`config.mk`:
```
export PLATFORM = sky130hd
export DESIGN_NAME = burst_sram
export DESIGN_NICKNAME = d
export VERILOG_FILES = /design/src/rtl/bsram_pkg.sv /design/src/rtl/bsram_ctrl.sv /design/src/rtl/bsram_array.sv /design/src/rtl/bsram_out.sv /design/src/rtl/burst_sram.sv
export SDC_FILE = /design/constraint.sdc
export NUM_CORES = 2
export LEC_CHECK = 0
export ABC_CLOCK_PERIOD_IN_PS = 5800
export BUFFER_PORTS_ARGS = -buffer_cell sky130_fd_sc_hd__buf_2
export CORE_MARGIN = 2
export CORE_UTILIZATION = 48
export DETAILED_ROUTE_END_ITERATION = 16
export PLACE_DENSITY = 0.67
export SYNTH_ARGS = -nofsm -noshare
export SYNTH_HDL_FRONTEND = slang
export SYNTH_HIERARCHICAL = 1
export SYNTH_SLANG_ARGS = --single-unit
```
`constraint.sdc`:
```
create_clock -name clk -period 5.8 [get_ports clk]
set_input_delay 1.16 -clock clk [delete_from_list [all_inputs] [get_ports clk]]
set_output_delay 1.16 -clock clk [all_outputs]
set_load 0.02 [all_outputs]
```
`src/rtl/bsram_pkg.sv`:
```
package bsram_pkg;

    typedef enum logic [2:0] {
        ST_IDLE,
        ST_FIRST_RD,
        ST_FIRST_WR,
        ST_BURST_RD,
        ST_BURST_WR
    } bst_e;

    // Low two address bits for a burst position: linear adds, interleaved XORs.
    function automatic logic [1:0] burst_lsb(input logic [1:0] base,
                                             input logic [1:0] cnt,
                                             input logic       linear);
        return linear ? (base + cnt) : (base ^ cnt);
    endfunction

endpackage

```
`src/rtl/bsram_ctrl.sv`:
```
module bsram_ctrl
    import bsram_pkg::*;
#(
    parameter int AW    = 6,
    parameter int LANES = 4
) (
    input  logic             clk,
    input  logic             rst_n,
    input  logic             sleep,
    input  logic [AW-1:0]    addr,
    input  logic             ce1_n,
    input  logic             ce2,
    input  logic             ce3_n,
    input  logic             strb_proc_n,
    input  logic             strb_ctrl_n,
    input  logic             adv_n,
    input  logic [LANES-1:0] lane_we_n,
    input  logic             byte_we_n,
    input  logic             all_we_n,
    input  logic             order_lin_n,
    output logic [AW-1:0]    acc_addr,
    output logic             acc_rd,
    output logic             acc_wr,
    output logic [LANES-1:0] acc_mask
);

    bst_e          state_q, state_d;
    logic [AW-1:0] base_q, base_d;
    logic [1:0]    cnt_q, cnt_d;
    logic          start, chip_sel, wr_req, fire;

    assign start    = !strb_proc_n || !strb_ctrl_n;
    assign chip_sel = !ce1_n && ce2 && !ce3_n;
    assign wr_req   = !all_we_n || (!byte_we_n && !(&lane_we_n));

    always_ff @(posedge clk) begin
        if (!rst_n) begin
            state_q <= ST_IDLE;
            base_q  <= '0;
            cnt_q   <= '0;
        end else begin
            state_q <= state_d;
            base_q  <= base_d;
            cnt_q   <= cnt_d;
        end
    end

    // Next state, burst base and counter
    always_comb begin
        state_d = state_q;
        base_d  = base_q;
        cnt_d   = cnt_q;
        fire    = 1'b0;
        if (sleep) begin
            fire = 1'b0;
        end else if (start) begin
            if (chip_sel) begin
                base_d  = addr;
                cnt_d   = 2'd0;
                fire    = 1'b1;
                state_d = (!strb_proc_n || !wr_req) ? ST_FIRST_RD : ST_FIRST_WR;
            end else begin
                state_d = ST_IDLE;
            end
        end else begin
            unique case (state_q)
                ST_IDLE: state_d = ST_IDLE;
                default: begin
                    if (!adv_n) begin
                        cnt_d   = cnt_q + 2'd1;
                        fire    = 1'b1;
                        state_d = wr_req ? ST_BURST_WR : ST_BURST_RD;
                    end
                end
            endcase
        end
    end

    // Access outputs
    always_comb begin
        acc_rd   = 1'b0;
        acc_wr   = 1'b0;
        acc_addr = {base_d[AW-1:2], burst_lsb(base_d[1:0], cnt_d, !order_lin_n)};
        acc_mask = !all_we_n ? {LANES{1'b1}} : (!byte_we_n ? ~lane_we_n : '0);
        unique case (state_d)
            ST_FIRST_WR, ST_BURST_WR: acc_wr = fire;
            ST_FIRST_RD, ST_BURST_RD: acc_rd = fire;
            default: begin
                acc_rd = 1'b0;
                acc_wr = 1'b0;
            end
        endcase
    end

    assert_deselect_idle_R1: assert property (@(posedge clk) disable iff (!rst_n)
        (!sleep && start && !chip_sel) |=> (state_q == ST_IDLE));

    assert_proc_never_writes_R2: assert property (@(posedge clk) disable iff (!rst_n)
        (!sleep && !strb_proc_n) |-> !acc_wr);

    assert_suspend_holds_R3: assert property (@(posedge clk) disable iff (!rst_n)
        (!sleep && !start && adv_n) |=> ($stable(cnt_q) && $stable(base_q)));

    assert_sleep_no_access_R11: assert property (@(posedge clk) disable iff (!rst_n)
        sleep |-> (!acc_rd && !acc_wr));

endmodule

```
`src/rtl/bsram_array.sv`:
```
module bsram_array #(
    parameter int AW     = 6,
    parameter int LANES  = 4,
    parameter int LANE_W = 8
) (
    input  logic                    clk,
    input  logic                    rst_n,
    input  logic [AW-1:0]           acc_addr,
    input  logic                    acc_rd,
    input  logic                    acc_wr,
    input  logic [LANES-1:0]        acc_mask,
    input  logic [LANES*LANE_W-1:0] wdata,
    output logic [LANES*LANE_W-1:0] s1_data,
    output logic                    s1_valid
);

    localparam int DEPTH = 1 << AW;

    for (genvar g = 0; g < LANES; g++) begin : g_lane
        logic [LANE_W-1:0] mem_q [DEPTH];
        logic [LANE_W-1:0] rd_q;

        always_ff @(posedge clk) begin
            if (acc_wr && acc_mask[g])
                mem_q[acc_addr] <= wdata[g*LANE_W +: LANE_W];
            if (acc_rd)
                rd_q <= mem_q[acc_addr];
        end

        assign s1_data[g*LANE_W +: LANE_W] = rd_q;
    end

    always_ff @(posedge clk) begin
        if (!rst_n) s1_valid <= 1'b0;
        else        s1_valid <= acc_rd;
    end

    assert_rd_wr_exclusive_R2: assert property (@(posedge clk) disable iff (!rst_n)
        !(acc_rd && acc_wr));

endmodule

```
`src/rtl/bsram_out.sv`:
```
module bsram_out #(
    parameter int DW = 32
) (
    input  logic          clk,
    input  logic          rst_n,
    input  logic          flow_n,
    input  logic          oe_n,
    input  logic          sleep,
    input  logic [DW-1:0] s1_data,
    input  logic          s1_valid,
    output logic [DW-1:0] rdata,
    output logic          rvalid
);

    logic [DW-1:0] s2_data;
    logic          s2_valid;
    logic          pick_v;
    logic [DW-1:0] pick_d;

    always_ff @(posedge clk) begin
        if (!rst_n) begin
            s2_valid <= 1'b0;
            s2_data  <= '0;
        end else begin
            s2_valid <= sleep ? 1'b0 : s1_valid;
            s2_data  <= s1_data;
        end
    end

    assign pick_v = flow_n ? s2_valid : s1_valid;
    assign pick_d = flow_n ? s2_data  : s1_data;
    assign rvalid = pick_v && !oe_n && !sleep;
    assign rdata  = rvalid ? pick_d : '0;

endmodule

```
`src/rtl/burst_sram.sv`:
```
module burst_sram #(
    parameter int AW     = 6,
    parameter int LANES  = 4,
    parameter int LANE_W = 8
) (
    input  logic                    clk,
    input  logic                    rst_n,
    input  logic [AW-1:0]           addr,
    input  logic                    ce1_n,
    input  logic                    ce2,
    input  logic                    ce3_n,
    input  logic                    strb_proc_n,
    input  logic                    strb_ctrl_n,
    input  logic                    adv_n,
    input  logic [LANES-1:0]        lane_we_n,
    input  logic                    byte_we_n,
    input  logic                    all_we_n,
    input  logic                    oe_n,
    input  logic                    sleep,
    input  logic                    order_lin_n,
    input  logic                    flow_n,
    input  logic [LANES*LANE_W-1:0] wdata,
    output logic [LANES*LANE_W-1:0] rdata,
    output logic                    rvalid
);

    localparam int DW = LANES * LANE_W;

    logic [AW-1:0]    acc_addr;
    logic             acc_rd, acc_wr;
    logic [LANES-1:0] acc_mask;
    logic [DW-1:0]    s1_data;
    logic             s1_valid;

    bsram_ctrl #(.AW(AW), .LANES(LANES)) u_ctrl (
        .clk(clk), .rst_n(rst_n), .sleep(sleep), .addr(addr),
        .ce1_n(ce1_n), .ce2(ce2), .ce3_n(ce3_n),
        .strb_proc_n(strb_proc_n), .strb_ctrl_n(strb_ctrl_n), .adv_n(adv_n),
        .lane_we_n(lane_we_n), .byte_we_n(byte_we_n), .all_we_n(all_we_n),
        .order_lin_n(order_lin_n),
        .acc_addr(acc_addr), .acc_rd(acc_rd), .acc_wr(acc_wr), .acc_mask(acc_mask)
    );

    bsram_array #(.AW(AW), .LANES(LANES), .LANE_W(LANE_W)) u_array (
        .clk(clk), .rst_n(rst_n), .acc_addr(acc_addr), .acc_rd(acc_rd),
        .acc_wr(acc_wr), .acc_mask(acc_mask), .wdata(wdata),
        .s1_data(s1_data), .s1_valid(s1_valid)
    );

    bsram_out #(.DW(DW)) u_out (
        .clk(clk), .rst_n(rst_n), .flow_n(flow_n), .oe_n(oe_n), .sleep(sleep),
        .s1_data(s1_data), .s1_valid(s1_valid), .rdata(rdata), .rvalid(rvalid)
    );

    assert_flow_latency_R9: assert property (@(posedge clk) disable iff (!rst_n)
        (!flow_n && rvalid) |-> $past(acc_rd));

    assert_pipe_latency_R9: assert property (@(posedge clk) disable iff (!rst_n)
        (flow_n && $past(flow_n) && rvalid) |-> $past(acc_rd, 2));

endmodule

```
Word level (Yosys, flattened, before mapping)
Memory sizes are Yosys's and may differ from the RTL's. A register that Yosys moved wholly into a read port is not among the register bits.
Cells that the tools add are included.

storage, ports and cells
  bits in registers = 45
  bits in latches = 0
  RAM bits = 2048
  memory bits (read-only) = 0
  memories = 4
  word-level logic and storage cells = 82

cells by class
  $mul = 0
  reduce and logical (&&, ||, !) cells = 27
  shift operators = 0
  div/mod/pow operators = 0
  add/sub/neg operators = 2
  bitwise operators = 3
  equality and inequality tests = 4
  magnitude comparators = 0
  muxes and demuxes = 36

memories
  memory                   depth  bits a word  read ports  clocked after Yosys merged registers in  wr ports  line               source
  u_array.g_lane[0].mem_q  64     8            1           1                                        1         bsram_array.sv:20  logic [LANE_W-1:0] mem_q [DEPTH];
  u_array.g_lane[1].mem_q  64     8            1           1                                        1         bsram_array.sv:20
  u_array.g_lane[2].mem_q  64     8            1           1                                        1         bsram_array.sv:20
  u_array.g_lane[3].mem_q  64     8            1           1                                        1         bsram_array.sv:20

operator list
  cell                                                                   count
  32-bit 2-to-1 mux                                                      2
  3-bit 2-to-1 mux                                                       6
  6-bit 2-to-1 mux                                                       3
  1-bit 2-to-1 mux                                                       16
  2-bit 2-to-1 mux                                                       7
  1-bit logical NOT                                                      10
  1-bit logical AND                                                      9
  4-bit 2-to-1 mux                                                       2
  3-bit by 2-bit equality test with 1-bit output, second input constant  2
  2-bit OR reduction                                                     3
  4-bit NOT                                                              1
  4-bit AND reduction                                                    1
  3-bit by 1-bit equality test with 1-bit output, second input constant  1
  3-bit equality test, second input constant                             1
  3-bit logical NOT                                                      1
  1-bit logical OR                                                       3
  2-bit by 1-bit adder with 2-bit output, second input constant          1
  2-bit adder                                                            1
  2-bit bitwise XOR                                                      1
  1-bit NOT                                                              1

Depth between registers and ports, before layout
  word-level depth = 16
  depth in mapped cells = 19

By module
Netlist, hierarchy kept.

by module, submodules not included
  module       instances  seq. area each (um^2)  cells an instance  area an instance (um^2)
  bsram_array  1          62479.9                4470               79312.3
  bsram_out    1          660.6                  147                1636.6
  bsram_ctrl   1          220.2                  76                 676.9

Least setup slack after synthesis
OpenSTA, ideal clock, no wires.

  kind = input to register
  start = input ce1_n
  end = memory u_array.g_lane[0].mem_q[11][0] (enable)
  arrival time = 4482 ps
  library setup time = 370 ps
  setup slack = 948 ps
  required time = 5430 ps
  stages = 17
  buffers on the path = 5
  cell sequence = or3b_4 -> a21oi_2 -> o21bai_1 -> a22o_1 -> ha_1 -> nor2b_1 -> xnor2_1 -> xnor2_1 -> buf_6 -> buf_4 -> buf_4 -> nand2_1 -> nor2_2 -> buf_2 -> buf_4 -> nand2_1 -> nor2_1

between the ends
  elaborated cells between the ends (all ways) = 25
  classes of those cells = add/sub: 1; eq/ne: 2; mux: 16; bitwise: 1; reduce/logical: 5

RTL lines
  item                             line               source
  from (decl)                      burst_sram.sv:9    input logic ce1_n,
  1-bit logical NOT                bsram_ctrl.sv:33   assign chip_sel = !ce1_n && ce2 && !ce3_n;
  1-bit logical AND (2 in series)  bsram_ctrl.sv:33
  2-bit 2-to-1 mux                 bsram_ctrl.sv:57   if (chip_sel) begin
  2-bit 2-to-1 mux                 bsram_ctrl.sv:56   end else if (start) begin
  2-bit 2-to-1 mux                 bsram_ctrl.sv:54   if (sleep) begin
  named net u_ctrl.cnt_d[0]        bsram_ctrl.sv:29   logic [1:0] cnt_q, cnt_d;
  2-bit adder                      bsram_pkg.sv:15    return linear ? (base + cnt) : (base ^ cnt);
  2-bit 2-to-1 mux                 bsram_pkg.sv:15
  named net acc_addr[1]            burst_sram.sv:29   logic [AW-1:0] acc_addr;
  to (decl)                        bsram_array.sv:20

The timed path passes the listed nets, and every way through them passes these cells.

Final worst setup path
  start = input ce1_n
  end = register u_array.g_lane[2].rd_q[6], read port of u_array.g_lane[2].mem_q (data pin)

between the ends
  elaborated cells between the ends (all ways) = 22
  classes of those cells = add/sub: 1; eq/ne: 2; mux: 14; bitwise: 1; reduce/logical: 4

RTL lines
  item                             line               source
  1-bit logical NOT                bsram_ctrl.sv:33
  1-bit logical AND (2 in series)  bsram_ctrl.sv:33
  2-bit 2-to-1 mux                 bsram_ctrl.sv:57
  2-bit 2-to-1 mux                 bsram_ctrl.sv:56
  2-bit 2-to-1 mux                 bsram_ctrl.sv:54
  named net u_ctrl.cnt_d[0]        bsram_ctrl.sv:29
  2-bit adder                      bsram_pkg.sv:15
  2-bit 2-to-1 mux                 bsram_pkg.sv:15
  named net acc_addr[1]            burst_sram.sv:29
  to (decl)                        bsram_array.sv:21  logic [LANE_W-1:0] rd_q;

The timed path passes the listed nets, and every way through them passes these cells.
A chain may end at the register's enable or synchronous reset.

==> results.ini <==
[power_and_ir_drop]
swShare_pct=20.8
p_leak_nw=29.9
power_w=0.0311
seqPwrFrac_pct=54.1
ir_drop_uv=272
internal_power_w=0.0247
comb_power_share_pct=3.7
clkPwrFrac_pct=42.1
power_density_mw_per_mm2=331
switchingPower_w=0.00648

[clock_tree]
cts_tree=done
cts.sinks=2125
clockRootBuffer=clkbuf_16
postCtsSetupBuffers=0
cts_max_level=4
insertion_delay_ns=0.83
clk_pin_slew_worst_paths_ns=0.06
postCtsResizedCells=0
hold_buffers=0
cts_buffer_depth=3
cts_buffers=206

[setup_path]
timing.rr.end=u_array/g_lane[2].rd_q[6]
critPathLaunchType=input port
crit_chain=buf_2 > or3b_4 > a21oi_2 > o21bai_1 > a22o_1 > ha_4 > nor2b_1 > xnor2_1 > xnor2_2 > buf_12 > inv_4 > nor2_1 > buf_4 > a221o_1 > nor4_1 > nand3_1
cp_num_cells=16
path_class=in2reg
reg2reg_from=u_ctrl/state_q[2]
critPathTopFamily=simple AND/OR/NAND/NOR gates
ff2ff_setup_slack_ns=0.85
critPathMaxFanout=31
critPathBufInv=4
crit_path_top_delay_cell=nor4_1
rr_worst_depth=15
cp_data_arrival_time_ns=5.70
critPathMaxStageDelay_ns=1.12
crit_required_ns=6.31
cp-end-kind=flop

[route]
ant_nets=0
drtPass1Iterations=6
drt_iter0_drc=7461
vias_per_cell=6.47
drc=0
wire_per_inst_um=30.8
vias=48700
routed_wl_um=232000

[synth]
synthCells=4693
synthFlopType=edfxtp_1
synth_seq_cells=2125
synthDistinctLibCells=73
synth-warning-count=6
syn_avg_cell_area_um2=17.4
syn_area_mm2=0.0816
async_reset_ff_share_pct=0
synth_fp_nets=4750
synth_edf_count=2080
ys_seq_area_share_pct=77.6

[finish]
nets=5188
instances_no_fill=7525
final_cell_mix=edfxtp_1 (2080), buf_4 (466), a22oi_1 (395), nor2_1 (352), mux2i_1 (223)
area_growth_pct=15.4
postLayoutCellArea_mm2=0.0942
drive_gt1_share_pct=20.3
layout_commonest_cell=edfxtp_1

[sta]
finalSetupTns_ns=0
finalCritPeriodShare_pct=89.4
drv_slew=0
hold_viol_final=0
slew_headroom_pct=9.91
setup_slack_ns=0.614
fin_skew_ns=0.0397
worst_pin_slew_ns=1.34
finalSetupViolations=0
rsz0062_at_grt=no
max_freq_mhz=193
min_period_ns=5.19

[die]
die_area_mm2=0.173
die_x_um=416
core_area_mm2=0.169
io-pin-count=89
rows=151
start_util_pct=48.3
die-height_um=416

[global_route]
grt_max_degree=69
grt_pass1_wl_um=333000
grt_pass1_vias=46600
grt-ovfl-total=0
grt_antenna_before_repair=21
grtUsageTotal_pct=26.4

[min_path]
hold_class=reg2reg
holdPathEnd=u_out/s2_data[0]
hold_depth=1
min-delay-start=u_array/g_lane[0].rd_q[0]

[place]
routabilityCongestion=0.895
place_ws_ns=0.0244
portBuffers=88
place_hpwl_um=148000
placed_cell_area_mm2=0.0876
placed_cells=7141

[outcome]
status=completed

[run]
maxCapViolCount=0

## cells by family (layout without fill, tap and decap cells)
logic type | Yosys count | after routing | synth area share, %
buffers and inverters | 365 | 972 | 2.07
other | 0 | 7 | 0
and+or+nand+nor | 658 | 658 | 3.94
muxes | 346 | 346 | 5.36
xor gates and xnor gates | 2 | 2 | 0.0215
AOI/OAI and AO/OA | 1196 | 1196 | 11.0
DFF | 2125 | 2125 | 77.6
adders and majority gates | 1 | 1 | 0.0153
## worst max path at each step
stage	startpoint	slack, ns	endpoint
after global placement	ce1_n	0.03	u_array/g_lane[2].rd_q[6]
after global routing	ce1_n	0.53	u_array/g_lane[2].rd_q[6]
after floorplan	ce1_n	0.95	u_array/g_lane[0].mem_q[11][0]
after detailed placement	ce1_n	0.02	u_array/g_lane[2].rd_q[6]
after CTS	ce1_n	0.85	u_array/g_lane[2].rd_q[6]
final	ce1_n	0.61	u_array/g_lane[2].rd_q[6]
## cells in the mapped netlist, drive strengths merged (4+ instances only)
cell,n,share of area (%)
nor4,15,0.11
a22o,49,0.53
clkbuf,166,0.77
a211o,14,0.15
o211ai,16,0.15
mux2,56,0.77
o22a,42,0.45
mux2i,224,2.8
nand4,14,0.11
o221ai,31,0.33
nor3,62,0.58
a31oi,44,0.34
a31o,13,0.14
o22ai,122,0.94
buf,197,1.3
nand3,22,0.13
or4b,14,0.17
and2,49,0.38
nand3b,5,0.046
nand2,66,0.31
a221o,46,0.56
a22oi,395,3.6
or3,15,0.11
a221oi,206,2.2
and3b,4,0.043
mux4,66,1.8
dfxtp,45,1.1
a211oi,20,0.18
o21ai,86,0.53
edfxtp,2080,77
a21oi,84,0.53
a2bb2oi,14,0.15
nor2,359,1.7
nor2b,12,0.092
## layout make-up
| cell class | count | area [um2] |
|---|---|---|
| sequential | 2125 | 63400 |
| clock buffer | 261 | 5450 |
| fill | 12800 | 74900 |
| tap | 2218 | 2780 |
| clock inverter | 116 | 1140 |
| inverter | 2 | 12.5 |
| timing repair buffer | 593 | 4720 |
| multi-input combinational | 2203 | 16800 |
| antenna | 7 | 17.5 |
## sequential cells by signal (all words and copies together) (netlist names)
name                  cells
u_array/g_lane.mem_q   2048
u_array/g_lane.rd_q      32
u_out/s2_data            32
u_ctrl/base_q             6
u_ctrl/state_q            3
u_ctrl/cnt_q              2
u_array/s1_valid          1
u_out/s2_valid            1
## per-stage QoR
step / utilization (%) / hold WS, ns
CTS: 55.7 / 0.517
floorplan: - / 0.447
detailed placement: 51.8 / 0.503
global placement: 51.8 / 0.493
finish: 55.7 / 0.514
global route: 55.7 / 0.540
## layer usage
layer	share of wire (%)	wire, um	vias up	GRT usage (%)
li1	-	-	20200	-
met1	38	88900	24700	37.0
met2	45	105000	3222	40.1
met3	12	28300	513	6.68
met4	3.9	8980	16	10.0
met5	0.044	101	-	0
## power by group through the flow
stage | combinational [W] | sequential (W) | clock [W]
4_1_cts | 0.00114 | 0.0169 | 0.0132
5_1_grt | 0.00121 | 0.0169 | 0.0138
3_3_place_gp | 0.00112 | 0.0172 | 0
3_5_place_dp | 0.00114 | 0.0172 | 0
2_1_floorplan | 0.000521 | 0.0172 | 0
6_report | 0.00116 | 0.0169 | 0.0131
Power figures use the tool's default switching activity.
